File: config.mk
export PLATFORM = sky130hd
export DESIGN_NAME = spi_baud_gen
export DESIGN_NICKNAME = d
export VERILOG_FILES = /design/src/rtl/spi_baud_pkg.sv /design/src/rtl/spi_baud_cfg.sv /design/src/rtl/spi_baud_stage.sv /design/src/rtl/spi_baud_gen.sv
export SDC_FILE = /design/constraint.sdc
export NUM_CORES = 1
export LEC_CHECK = 0
export ABC_AREA = 1
export BUFFER_PORTS_ARGS = -buffer_cell sky130_fd_sc_hd__clkbuf_2
export CORE_MARGIN = 2
export CORE_UTILIZATION = 55
export DETAILED_ROUTE_END_ITERATION = 12
export GPL_ROUTABILITY_DRIVEN = 0
export GPL_TIMING_DRIVEN = 0
export PLACE_DENSITY = 0.84
export SETUP_SLACK_MARGIN = 0.2
export SLEW_MARGIN = 20
export SYNTH_ARGS = -nofsm -noshare
export SYNTH_HDL_FRONTEND = slang
export SYNTH_HIERARCHICAL = 1
export SYNTH_SLANG_ARGS = --single-unit
File: constraint.sdc
create_clock -name clk -period 3.85 [get_ports clk]
set_input_delay 0.77 -clock clk [delete_from_list [all_inputs] [get_ports clk]]
set_output_delay 0.77 -clock clk [all_outputs]
set_load 0.01 [all_outputs]
File: src/rtl/spi_baud_pkg.sv
package spi_baud_pkg;
    typedef enum logic [1:0] {
        ST_OFF  = 2'd0,
        ST_RUN  = 2'd1,
        ST_EDGE = 2'd2
    } baud_state_e;
endpackage

File: src/rtl/spi_baud_cfg.sv
module spi_baud_cfg #(
    parameter int PM_W = 4
) (
    input  logic            clk,
    input  logic            rst_n,
    input  logic            enable,
    input  logic [PM_W-1:0] pm_in,
    input  logic            d16_in,
    output logic [PM_W-1:0] pm_q,
    output logic            d16_q
);
    always_ff @(posedge clk or negedge rst_n) begin
        if (!rst_n) begin
            pm_q  <= '1;
            d16_q <= 1'b1;
        end else if (!enable) begin
            pm_q  <= pm_in;
            d16_q <= d16_in;
        end
    end

    AST_CFG_HELD: assert property (@(posedge clk) disable iff (!rst_n)
        (enable && $past(enable)) |-> ($stable(pm_q) && $stable(d16_q)));
endmodule

File: src/rtl/spi_baud_stage.sv
module spi_baud_stage #(
    parameter int W = 4
) (
    input  logic         clk,
    input  logic         rst_n,
    input  logic         clr,
    input  logic         adv,
    input  logic [W-1:0] lim,
    output logic         wrap
);
    logic [W-1:0] cnt_q;

    assign wrap = adv && (cnt_q == lim);

    always_ff @(posedge clk or negedge rst_n) begin
        if (!rst_n) begin
            cnt_q <= '0;
        end else if (clr) begin
            cnt_q <= '0;
        end else if (adv) begin
            cnt_q <= wrap ? '0 : cnt_q + 1'b1;
        end
    end

    AST_STAGE_BOUND: assert property (@(posedge clk) disable iff (!rst_n)
        cnt_q <= lim);
endmodule

File: src/rtl/spi_baud_gen.sv
module spi_baud_gen #(
    parameter int PM_W  = 4,
    parameter int PRE_W = 4
) (
    input  logic            clk,
    input  logic            rst_n,
    input  logic            enable,
    input  logic            start,
    input  logic [PM_W-1:0] pm,
    input  logic            div16,
    output logic            half_tick,
    output logic            sck
);
    import spi_baud_pkg::*;

    localparam int MOD_W = PM_W + 1;

    logic [PM_W-1:0] cfg_pm;
    logic            cfg_d16;
    logic            clr;
    logic            pre_wrap;
    logic            terminal;
    logic [MOD_W-1:0] mod_lim;
    baud_state_e     state_q, state_d;
    logic            sck_q;

    spi_baud_cfg #(.PM_W(PM_W)) u_cfg (
        .clk(clk), .rst_n(rst_n), .enable(enable),
        .pm_in(pm), .d16_in(div16),
        .pm_q(cfg_pm), .d16_q(cfg_d16)
    );

    assign clr     = !enable || start;
    assign mod_lim = {cfg_pm, 1'b1};

    generate
        if (PRE_W > 0) begin : g_pre
            logic [PRE_W-1:0] pre_lim;
            assign pre_lim = cfg_d16 ? {PRE_W{1'b1}} : {PRE_W{1'b0}};
            spi_baud_stage #(.W(PRE_W)) u_pre (
                .clk(clk), .rst_n(rst_n), .clr(clr), .adv(1'b1),
                .lim(pre_lim), .wrap(pre_wrap)
            );
        end else begin : g_nopre
            assign pre_wrap = 1'b1;
        end
    endgenerate

    spi_baud_stage #(.W(MOD_W)) u_mod (
        .clk(clk), .rst_n(rst_n), .clr(clr), .adv(pre_wrap),
        .lim(mod_lim), .wrap(terminal)
    );

    always_comb begin
        state_d = state_q;
        unique case (state_q)
            ST_OFF: begin
                state_d = enable ? ST_RUN : ST_OFF;
            end
            ST_RUN, ST_EDGE: begin
                if (!enable)       state_d = ST_OFF;
                else if (start)    state_d = ST_RUN;
                else if (terminal) state_d = ST_EDGE;
                else               state_d = ST_RUN;
            end
            default: state_d = ST_OFF;
        endcase
    end

    always_ff @(posedge clk or negedge rst_n) begin
        if (!rst_n) state_q <= ST_OFF;
        else        state_q <= state_d;
    end

    always_ff @(posedge clk or negedge rst_n) begin
        if (!rst_n)                 sck_q <= 1'b0;
        else if (clr)               sck_q <= 1'b0;
        else if (state_d == ST_EDGE) sck_q <= ~sck_q;
    end

    assign half_tick = (state_q == ST_EDGE);
    assign sck       = sck_q;

    AST_TICK_PULSE: assert property (@(posedge clk) disable iff (!rst_n)
        half_tick |=> !half_tick);
    AST_SCK_RISE_ON_TICK: assert property (@(posedge clk) disable iff (!rst_n)
        $rose(sck) |-> half_tick);
    AST_OFF_QUIET: assert property (@(posedge clk) disable iff (!rst_n)
        !enable |=> (!half_tick && !sck));
    AST_START_RESTART: assert property (@(posedge clk) disable iff (!rst_n)
        (enable && start) |=> (!half_tick && !sck));
endmodule

==> out/qor.log, run 1 <==
qor: outcome.run_status completed
qor: synth.synth_sequential_area_ratio 0.398
qor: sta.final_min_period_over_clock_period 0.565
qor: floorplan.core_region_area 1900 um^2
qor: detailed_routing.drtPass1Iterations 4
qor: critical_path.timing.reg2reg.worst_path_depth 15
qor: critical_path.cp-startpoint u_cfg/d16_q$_DFFE_PN1N_
qor: synth.synth_cells 154
qor: run.drv.max_cap_violation_count 0
qor: detailed_routing.drc_errors 0
qor: critical_path.critical-path-max-stage-delay 620 ps
qor: synth.synth_largest_type_area_fraction 0.277
qor: cells_and_area.n_antenna_cell 0
qor: power_and_ir_drop.p_per_area 280 nW/um^2
qor: power_and_ir_drop.power.static_leakage 0.000712 uW
qor: synth.syn_area_per_cell 7.04 um^2
qor: detailed_routing.drt-wirelength-per-cell 9.90 um
qor: global_route.track_usage 0.202
qor: sta.tns 0 ps
qor: floorplan.core.rowCount 16
qor: sta.max_freq 459 MHz
qor: sta.hold_violations 0
qor: cts.post_cts_resize_count 0
qor: critical_path.reg2reg_to sck$_DFFE_PN0P_
qor: synth.yosys_most_used_dff sky130_fd_sc_hd__dfrtp_1
qor: critical_path.timing_worst_setup_path_type flop to flop
qor: cells_and_area.layout-drive-gt1-share 0.190
qor: global_route.grt_antenna_before_repair 0
qor: synth.yosys.cell_types.count 18
qor: cts.clockBufferDepth 2
qor: global_route.grt_start_max_net_pins 18
qor: cts.cts_tree built
qor: critical_path.ff_to_ff_start u_cfg/d16_q$_DFFE_PN1N_
qor: cts.cts.sinks 17
qor: global_route.grt_first_pass_wirelength 3680 um
qor: sta.final_count_of_pins_violating_max_slew 0
qor: synth.synthesis.area 1080 um^2
qor: floorplan.die_x 48.4 um
qor: global_route.via_count_of_the_first_global_routing_pass 894
qor: critical_path.setup.worst_path.end sck$_DFFE_PN0P_
qor: placement.detailedPlacementHpwl 1560 um
qor: cells_and_area.nets 189
qor: detailed_routing.wl 1990 um
qor: synth.synth_top_cells_by_count 63 x sky130_fd_sc_hd__nand2_1, 27 x sky130_fd_sc_hd__inv_1, 12 x sky130_fd_sc_hd__dfrtp_1, 10 x sky130_fd_sc_hd__nand4_1
qor: synth.synth_edf_count 0
qor: synth.synth_top_cells_by_area sky130_fd_sc_hd__dfrtp_1 28%, sky130_fd_sc_hd__nand2_1 22%, sky130_fd_sc_hd__dfstp_2 12%
qor: critical_path.worst-path-max-fanout 9
qor: cts.cts_buffers 3
qor: cts.ctsHtreeMaxLevel 1
qor: synth.ys_seq_elements 17
qor: floorplan.floorplan.initialDensity 0.570
qor: detailed_routing.dr.first_iter.drc_count 10
qor: synth.most_frequent_cell_after_synthesis sky130_fd_sc_hd__nand2_1
qor: critical_path.top_cell_by_count_worst_path sky130_fd_sc_hd__nand2_1
qor: cells_and_area.syn_to_final_growth 12.2%
qor: detailed_routing.via_per_inst 4.82
qor: sta.setup_viol 0
qor: sta.timing.final.crit_period 2180 ps
qor: cts.worst_skew_pair.late_latency 290 ps
qor: floorplan.die_y 48.4 um
qor: critical_path.critPathLaunchType flop
qor: synth.synth_async_sr_flop_share 1.00
qor: cells_and_area.post_route_cell_area 1220 um^2
qor: synth.yosysWarningCount 6
qor: power_and_ir_drop.worst_ir_drop_vdd 0.196 mV
qor: critical_path.ff2ff_setup_slack 1670 ps
qor: detailed_routing.drtAntennaViolNets 0
qor: critical_path.critPathArrivalTime 2370 ps
qor: synth.yosys.area.top_type sky130_fd_sc_hd__dfrtp_1
qor: cts.worst_setup_hold_path_clk_slew 100 ps
qor: sta.finClkSkew 1.24 ps
qor: cts.cts_root_buf sky130_fd_sc_hd__clkbuf_4
qor: critical_path.crit_chain inv_1, nand2_1, nand2_1, nor2_2, nand3_1, inv_1, nand2_1, nor2_2, nand3_2, inv_1, nand2_2, nor2_4, nand2_1, nand3_1, nand2_1
qor: min_path.hold_class input pin to async pin
qor: floorplan.floorplan_die_area 2340 um^2
qor: floorplan.ioPinCount 11
qor: detailed_routing.vias 968
qor: critical_path.master_of_the_slowest_instance_on_the_critical_path sky130_fd_sc_hd__dfstp_2
qor: critical_path.crit_required 4040 ps
qor: critical_path.crit_path_end_kind flop
qor: placement.port_buffers 10
qor: placement.postPlaceCellArea 1190 um^2
qor: cts.cts_hold_buffers 0
qor: global_route.globalRouteOverflowTotal 0
qor: cts.post_cts_setup_buffer_count 0
qor: sta.rsz_0062_raised_after_global_routing false
worst max-delay path, delay by kind of cell (launching register included):
family	cells	cell delay, ps
buffers and inverters	3	360
DFF	1	620
and+or+nand+nor	12	1100
where the power goes:
part | switching [uW] | total (uW) | internal (uW)
sequential | 6.70 | 195 | 189
clock | 56.9 | 97.2 | 40.3
combinational | 31.2 | 48.0 | 16.7
total | 94.8 | 341 | 246
layout by cell type, fill, tap and decap left out, drive strengths merged:
master  count
a21oi       1
clkbuf     14
conb        7
dfrtp      12
dfstp       5
ha          5
inv        32
nand2      65
nand3       7
nand4      10
nor2       10
nor3        1
or2         1
xor2        4
final cells by class:
type / count / area [um^2]
multi-input combinational: 111 / 554
inverter: 32 / 120
clock buffer: 4 / 26.3
sequential: 17 / 432
fill: 175 / 686
timing repair buffer: 10 / 50.0
tap: 27 / 33.8
logic make-up after synthesis:
| group | share of synthesized area |
|---|---|
| AND/OR/NAND/NOR | 0.393 |
| buffers and inverters | 0.111 |
| flip-flops | 0.398 |
| adder cells (fa/ha/maj) | 0.0577 |
| XOR/XNOR | 0.0323 |
| AO/OA/AOI/OAI | 0.00461 |
| other | 0.00346 |
how the worst min path moves through the flow:
stage                               from                               end
4_1_cts                            rst_n        u_mod/cnt_q[2]$_DFFE_PN0P_
2_1_floorplan  u_cfg/pm_q[2]$_DFFE_PN1N_         u_cfg/pm_q[2]$_DFFE_PN1N_
5_1_grt                            rst_n  g_pre.u_pre/cnt_q[3]$_DFFE_PN0P_
6_report                           rst_n  g_pre.u_pre/cnt_q[3]$_DFFE_PN0P_
3_3_place_gp   u_cfg/pm_q[2]$_DFFE_PN1N_         u_cfg/pm_q[2]$_DFFE_PN1N_
3_5_place_dp   u_cfg/pm_q[2]$_DFFE_PN1N_         u_cfg/pm_q[2]$_DFFE_PN1N_
per-layer routing:
| layer | part of all wire | track usage | vias to the layer above |
|---|---|---|---|
| li1 | - | - | 497 |
| met1 | 0.47 | 0.241 | 451 |
| met2 | 0.49 | 0.356 | 16 |
| met3 | 0.030 | 0.0309 | 4 |
| met4 | 0.014 | 0.100 | 0 |
| met5 | 0 | 0 | - |
metrics by stage:
step | total power (uW) | hold slack, ps | worst slack, ps | cells | utilization
floorplan | 230 | 446 | 1950 | 160 | -
global placement | 244 | 459 | 1760 | 197 | 0.626
detailed placement | 247 | 462 | 1700 | 197 | 0.626
CTS | 345 | 392 | 1680 | 201 | 0.639
global route | 360 | 415 | 1420 | 201 | 0.639
finish | 341 | 391 | 1670 | 201 | 0.639
sequential cells by signal, indices dropped and copies added (netlist names):
register	count
u_mod/cnt_q	5
u_cfg/d16_q	1
u_cfg/pm_q	4
state_q	2
sck	1
g_pre.u_pre/cnt_q	4
No activity file was read; power rests on OpenSTA's default activity.
==> run 2: changes to the inputs <==
--- a/config.mk
+++ b/config.mk
@@ -5,14 +5,14 @@
 export SDC_FILE = /design/constraint.sdc
 export NUM_CORES = 1
 export LEC_CHECK = 0
-export ABC_AREA = 1
+export ABC_AREA = 0
 export BUFFER_PORTS_ARGS = -buffer_cell sky130_fd_sc_hd__clkbuf_2
 export CORE_MARGIN = 2
-export CORE_UTILIZATION = 55
+export CORE_UTILIZATION = 50
 export DETAILED_ROUTE_END_ITERATION = 12
 export GPL_ROUTABILITY_DRIVEN = 0
 export GPL_TIMING_DRIVEN = 0
-export PLACE_DENSITY = 0.84
+export PLACE_DENSITY = 0.81
 export SETUP_SLACK_MARGIN = 0.2
 export SLEW_MARGIN = 20
 export SYNTH_ARGS = -nofsm -noshare
==> constraint.sdc (replaced) <==
create_clock -name clk -period 1.98 [get_ports clk]
set_input_delay 0.396 -clock clk [delete_from_list [all_inputs] [get_ports clk]]
set_output_delay 0.396 -clock clk [all_outputs]
set_load 0.01 [all_outputs]
==> run 2 against run 1 <==
Global-route usage is 0.29 points lower. Design area grew 8.2%. Largest cell class unchanged. Clock-buffer cell count shrank 1. Power increased by 100%. Wire length up 3.0%. Synthesized cell count fell by 40%. Worst hold slack worse by 380 ps. Clock power grew 95%. Area after synthesis fell by 9.0%. Critical path depth is 6 lower. Register-to-register slack worse by 1700 ps. Critical endpoint is now u_mod/cnt_q[3]$_DFFE_PN0P_.
==> out/qor.log, run 2 <==
qor: critical_path.crit_chain xnor2_2, nand4_2, nor2_1, buf_4, buf_6, buf_6, nand4_1, xor2_1, a211oi_2 [was inv_1, nand2_1, nand2_1, nor2_2, nand3_1, inv_1, nand2_1, nor2_2, nand3_2, inv_1, nand2_2, nor2_4, nand2_1, nand3_1, nand2_1]
qor: min_path.hold_class input pin to async pin [unchanged]
qor: floorplan.ioPinCount 11 [unchanged]
qor: global_route.track_usage 0.199 [was 0.202]
qor: critical_path.worst-path-buf-inv 3 [unchanged]
qor: synth.yosys.area.top_type sky130_fd_sc_hd__dfrtp_1 [unchanged]
qor: power_and_ir_drop.power.static_leakage 0.000603 uW [was 0.000712 uW]
qor: cts.clockBufferDepth 2 [unchanged]
qor: cells_and_area.regArea 432 um^2 [unchanged]
qor: detailed_routing.drtAntennaViolNets 0 [unchanged]
qor: run.drv.max_cap_violation_count 0 [unchanged]
qor: synth.synth_top_cells_by_area sky130_fd_sc_hd__dfrtp_1 30%, sky130_fd_sc_hd__dfstp_2 13%, sky130_fd_sc_hd__ha_1 6.3% [was sky130_fd_sc_hd__dfrtp_1 28%, sky130_fd_sc_hd__nand2_1 22%, sky130_fd_sc_hd__dfstp_2 12%]
qor: detailed_routing.drt-wirelength-per-cell 13.6 um [was 9.90 um]
qor: cells_and_area.nets 139 [was 189]
qor: critical_path.crit_path_end_kind flop [unchanged]
qor: synth.synth_edf_count 0 [unchanged]
qor: cells_and_area.largest-register u_mod/cnt_q [unchanged]
qor: sta.setup_viol 0 [unchanged]
qor: global_route.grt_antenna_before_repair 0 [unchanged]
qor: power_and_ir_drop.power.net_switching 191 uW [was 94.8 uW]
qor: synth.yosys.cell_types.count 29 [was 18]
qor: global_route.grt_start_max_net_pins 18 [unchanged]
qor: cells_and_area.layout_filler_cell_count 144 [was 175]
qor: power_and_ir_drop.internal_power 506 uW [was 246 uW]
qor: critical_path.top_cell_by_count_worst_path sky130_fd_sc_hd__buf_6 [was sky130_fd_sc_hd__nand2_1]
qor: cts.cts_hold_buffers 0 [unchanged]
qor: cts.ctsHtreeMaxLevel 1 [unchanged]
qor: critical_path.crit_required 2200 ps [was 4040 ps]
qor: synth.yosysWarningCount 6 [unchanged]
qor: synth.syn_area_per_cell 10.7 um^2 [was 7.04 um^2]
qor: sta.rsz_0062_raised_after_global_routing true [was false]
qor: sta.final_min_period_over_clock_period 0.999 [was 0.565]
qor: floorplan.die_y 48.4 um [about the same]
qor: synth.synth_largest_type_area_fraction 0.305 [was 0.277]
qor: cells_and_area.most_frequent_standard_cell_in_the_layout_excluding_fill_and_tap_cells sky130_fd_sc_hd__dfrtp_1 [was sky130_fd_sc_hd__nand2_1]
qor: cts.worst_skew_pair.late_latency 300 ps [was 290 ps]
qor: floorplan.core_region_area 1900 um^2 [unchanged]
qor: power_and_ir_drop.worst_ir_drop_vdd 0.431 mV [was 0.196 mV]
qor: outcome.run_status completed [unchanged]
qor: global_route.via_count_of_the_first_global_routing_pass 827 [was 894]
qor: sta.timing.final.crit_period 1980 ps [was 2180 ps]
qor: detailed_routing.drtPass1Iterations 4 [unchanged]
qor: critical_path.ff2ff_setup_slack 3 ps [was 1670 ps]
qor: detailed_routing.vias 778 [was 968]
qor: critical_path.critPathArrivalTime 2200 ps [was 2370 ps]
qor: cells_and_area.final_core_utilization 0.692 [was 0.639]
qor: global_route.grt_first_pass_wirelength 3590 um [was 3680 um]
qor: detailed_routing.wl 2050 um [was 1990 um]
qor: power_and_ir_drop.netSwitchingFraction 0.274 [was 0.278]
qor: power_and_ir_drop.p_per_area 529 nW/um^2 [was 280 nW/um^2]
qor: power_and_ir_drop.power_frac_comb 0.174 [was 0.141]
qor: synth.most_frequent_cell_after_synthesis sky130_fd_sc_hd__dfrtp_1 [was sky130_fd_sc_hd__nand2_1]
qor: sta.final_count_of_pins_violating_max_slew 0 [unchanged]
qor: cells_and_area.n_antenna_cell 0 [unchanged]
qor: cts.cts.sinks 17 [unchanged]
qor: floorplan.floorplan_die_area 2340 um^2 [about the same]
qor: synth.synth_async_sr_flop_share 1.00 [unchanged]
qor: sta.max_freq 506 MHz [was 459 MHz]
qor: placement.port_buffers 10 [unchanged]
qor: synth.synth_cells 92 [was 154]
qor: synth.yosys_most_used_dff sky130_fd_sc_hd__dfrtp_1 [unchanged]
qor: cts.cts_buffers 3 [unchanged]
qor: cells_and_area.layout-drive-gt1-share 0.452 [was 0.190]
qor: critical_path.master_of_the_slowest_instance_on_the_critical_path sky130_fd_sc_hd__dfstp_2 [unchanged]
qor: critical_path.critical-path-max-stage-delay 670 ps [was 620 ps]
qor: critical_path.timing.critical_path.max_delay_family flip-flops [was simple AND/OR/NAND/NOR gates]
qor: global_route.globalRouteOverflowTotal 0 [unchanged]
qor: sta.finClkSkew 2.92 ps [was 1.24 ps]
qor: cts.cts_tree built [unchanged]
qor: synth.synthesis.area 986 um^2 [was 1080 um^2]
qor: power_and_ir_drop.clock_power_share 0.272 [was 0.285]
qor: critical_path.timing_worst_setup_path_type flop to flop [unchanged]
qor: critical_path.critPathLaunchType flop [unchanged]
qor: synth.ys_seq_elements 17 [unchanged]
qor: floorplan.floorplan.initialDensity 0.518 [was 0.570]
qor: cells_and_area.largest_reg_flops 5 [unchanged]
qor: floorplan.core.rowCount 16 [unchanged]
qor: detailed_routing.dr.first_iter.drc_count 8 [was 10]
qor: synth.synth_sequential_area_ratio 0.438 [was 0.398]
qor: cells_and_area.syn_to_final_growth 33.5% [was 12.2%]
qor: cells_and_area.reg_top3 u_mod/cnt_q x5, g_pre.u_pre/cnt_q x4, u_cfg/pm_q x4 [unchanged]
qor: sta.hold_violations 0 [unchanged]
qor: cells_and_area.area_of_the_multi_input_gates 649 um^2 [was 554 um^2]
qor: synth.synth_top_cells_by_count 12 x sky130_fd_sc_hd__dfrtp_1, 7 x sky130_fd_sc_hd__xor2_1, 6 x sky130_fd_sc_hd__nand2_1, 6 x sky130_fd_sc_hd__xnor2_1 [was 63 x sky130_fd_sc_hd__nand2_1, 27 x sky130_fd_sc_hd__inv_1, 12 x sky130_fd_sc_hd__dfrtp_1, 10 x sky130_fd_sc_hd__nand4_1]
qor: detailed_routing.drc_errors 0 [unchanged]
qor: cts.cts_root_buf sky130_fd_sc_hd__clkbuf_4 [unchanged]
qor: cts.worst_setup_hold_path_clk_slew 100 ps [about the same]
qor: critical_path.worst-path-max-fanout 5 [was 9]
qor: cells_and_area.commonest_non_fill_non_tap_cells_in_the_layout 12 x sky130_fd_sc_hd__dfrtp_1, 10 x sky130_fd_sc_hd__clkbuf_2, 8 x sky130_fd_sc_hd__conb_1, 8 x sky130_fd_sc_hd__buf_4, 7 x sky130_fd_sc_hd__xor2_1 [was 63 x sky130_fd_sc_hd__nand2_1, 27 x sky130_fd_sc_hd__inv_1, 12 x sky130_fd_sc_hd__dfrtp_1]
qor: placement.detailedPlacementHpwl 1340 um [was 1560 um]
qor: sta.holdWs 6.64 ps [was 391 ps]
qor: floorplan.die_x 48.4 um [about the same]
qor: detailed_routing.via_per_inst 5.15 [was 4.82]
qor: power_and_ir_drop.power.share.sequential 0.553 [was 0.574]
-- run 2: per-stage QoR --
step	area (um^2)	std cells	setup WS, ps	setup TNS, ps	total power (uW)
finish	1320	151	2.61	0	696
global route	1320	151	-87.5	-289	725
CTS	1260	149	-17.3	-17.3	692
detailed placement	1100	136	-187	-226	476
global placement	1100	136	-160	-160	469
floorplan	1010	99	-6.49	-6.49	446
-- run 2: area by class of cell --
class                   instances  share of cell area
plain buffers                   1             0.00570
clock buffers                   3              0.0171
clock inverters                 1             0.00380
inverters                       5              0.0143
multi-input cells              76               0.493
flip-flops and latches         17               0.328
well taps                      27              0.0257
repair buffers                 21               0.112
-- run 2: worst paths after layout --
path,from,end,cells past startpoint
worst max-delay path,u_cfg/d16_q$_DFFE_PN1N_,u_mod/cnt_q[3]$_DFFE_PN0P_,9
worst min-delay path,rst_n,g_pre.u_pre/cnt_q[2]$_DFFE_PN0P_,1
worst max register to register,u_cfg/d16_q$_DFFE_PN1N_,u_mod/cnt_q[3]$_DFFE_PN0P_,9
worst min register to register,sck$_DFFE_PN0P_,sck$_DFFE_PN0P_,1
max in group asynchronous,rst_n,u_cfg/pm_q[2]$_DFFE_PN1N_,1
min in group clk,pm[0],u_cfg/pm_q[0]$_DFFE_PN1N_,2
-- run 2: routing by layer --
layer / up-vias / wire, um / track usage
met4: 0 / 29 / 0.0857
met2: 12 / 1130 / 0.366
li1: 377 / - / -
met5: - / 0 / 0
met3: 3 / 45 / 0.0370
met1: 386 / 842 / 0.226
-- run 2: power by group through the flow --
stage	combinational, uW	sequential (uW)	clock, uW
2_1_floorplan	61.1	385	0
3_3_place_gp	81.7	387	0
3_5_place_dp	86.1	390	0
4_1_cts	112	386	194
5_1_grt	134	388	204
6_report	122	385	190
-- run 2: repair_timing --
item | CTS | global route
setup endpoints to repair | 7 | 8
cloned | 0 | 0
pin swaps | 7 | 3
buffers inserted | 9 | 2
gates resized for setup | 13 | 9
-- run 2: logic make-up after synthesis --
group	Yosys count	synth area share
and+or+nand+nor	31	0.200
DFF	17	0.438
AOI/OAI and AO/OA	13	0.0876
xor gates and xnor gates	13	0.115
muxes	6	0.0673
buffers and inverters	6	0.0241
adders and majority gates	5	0.0635
other	1	0.00380
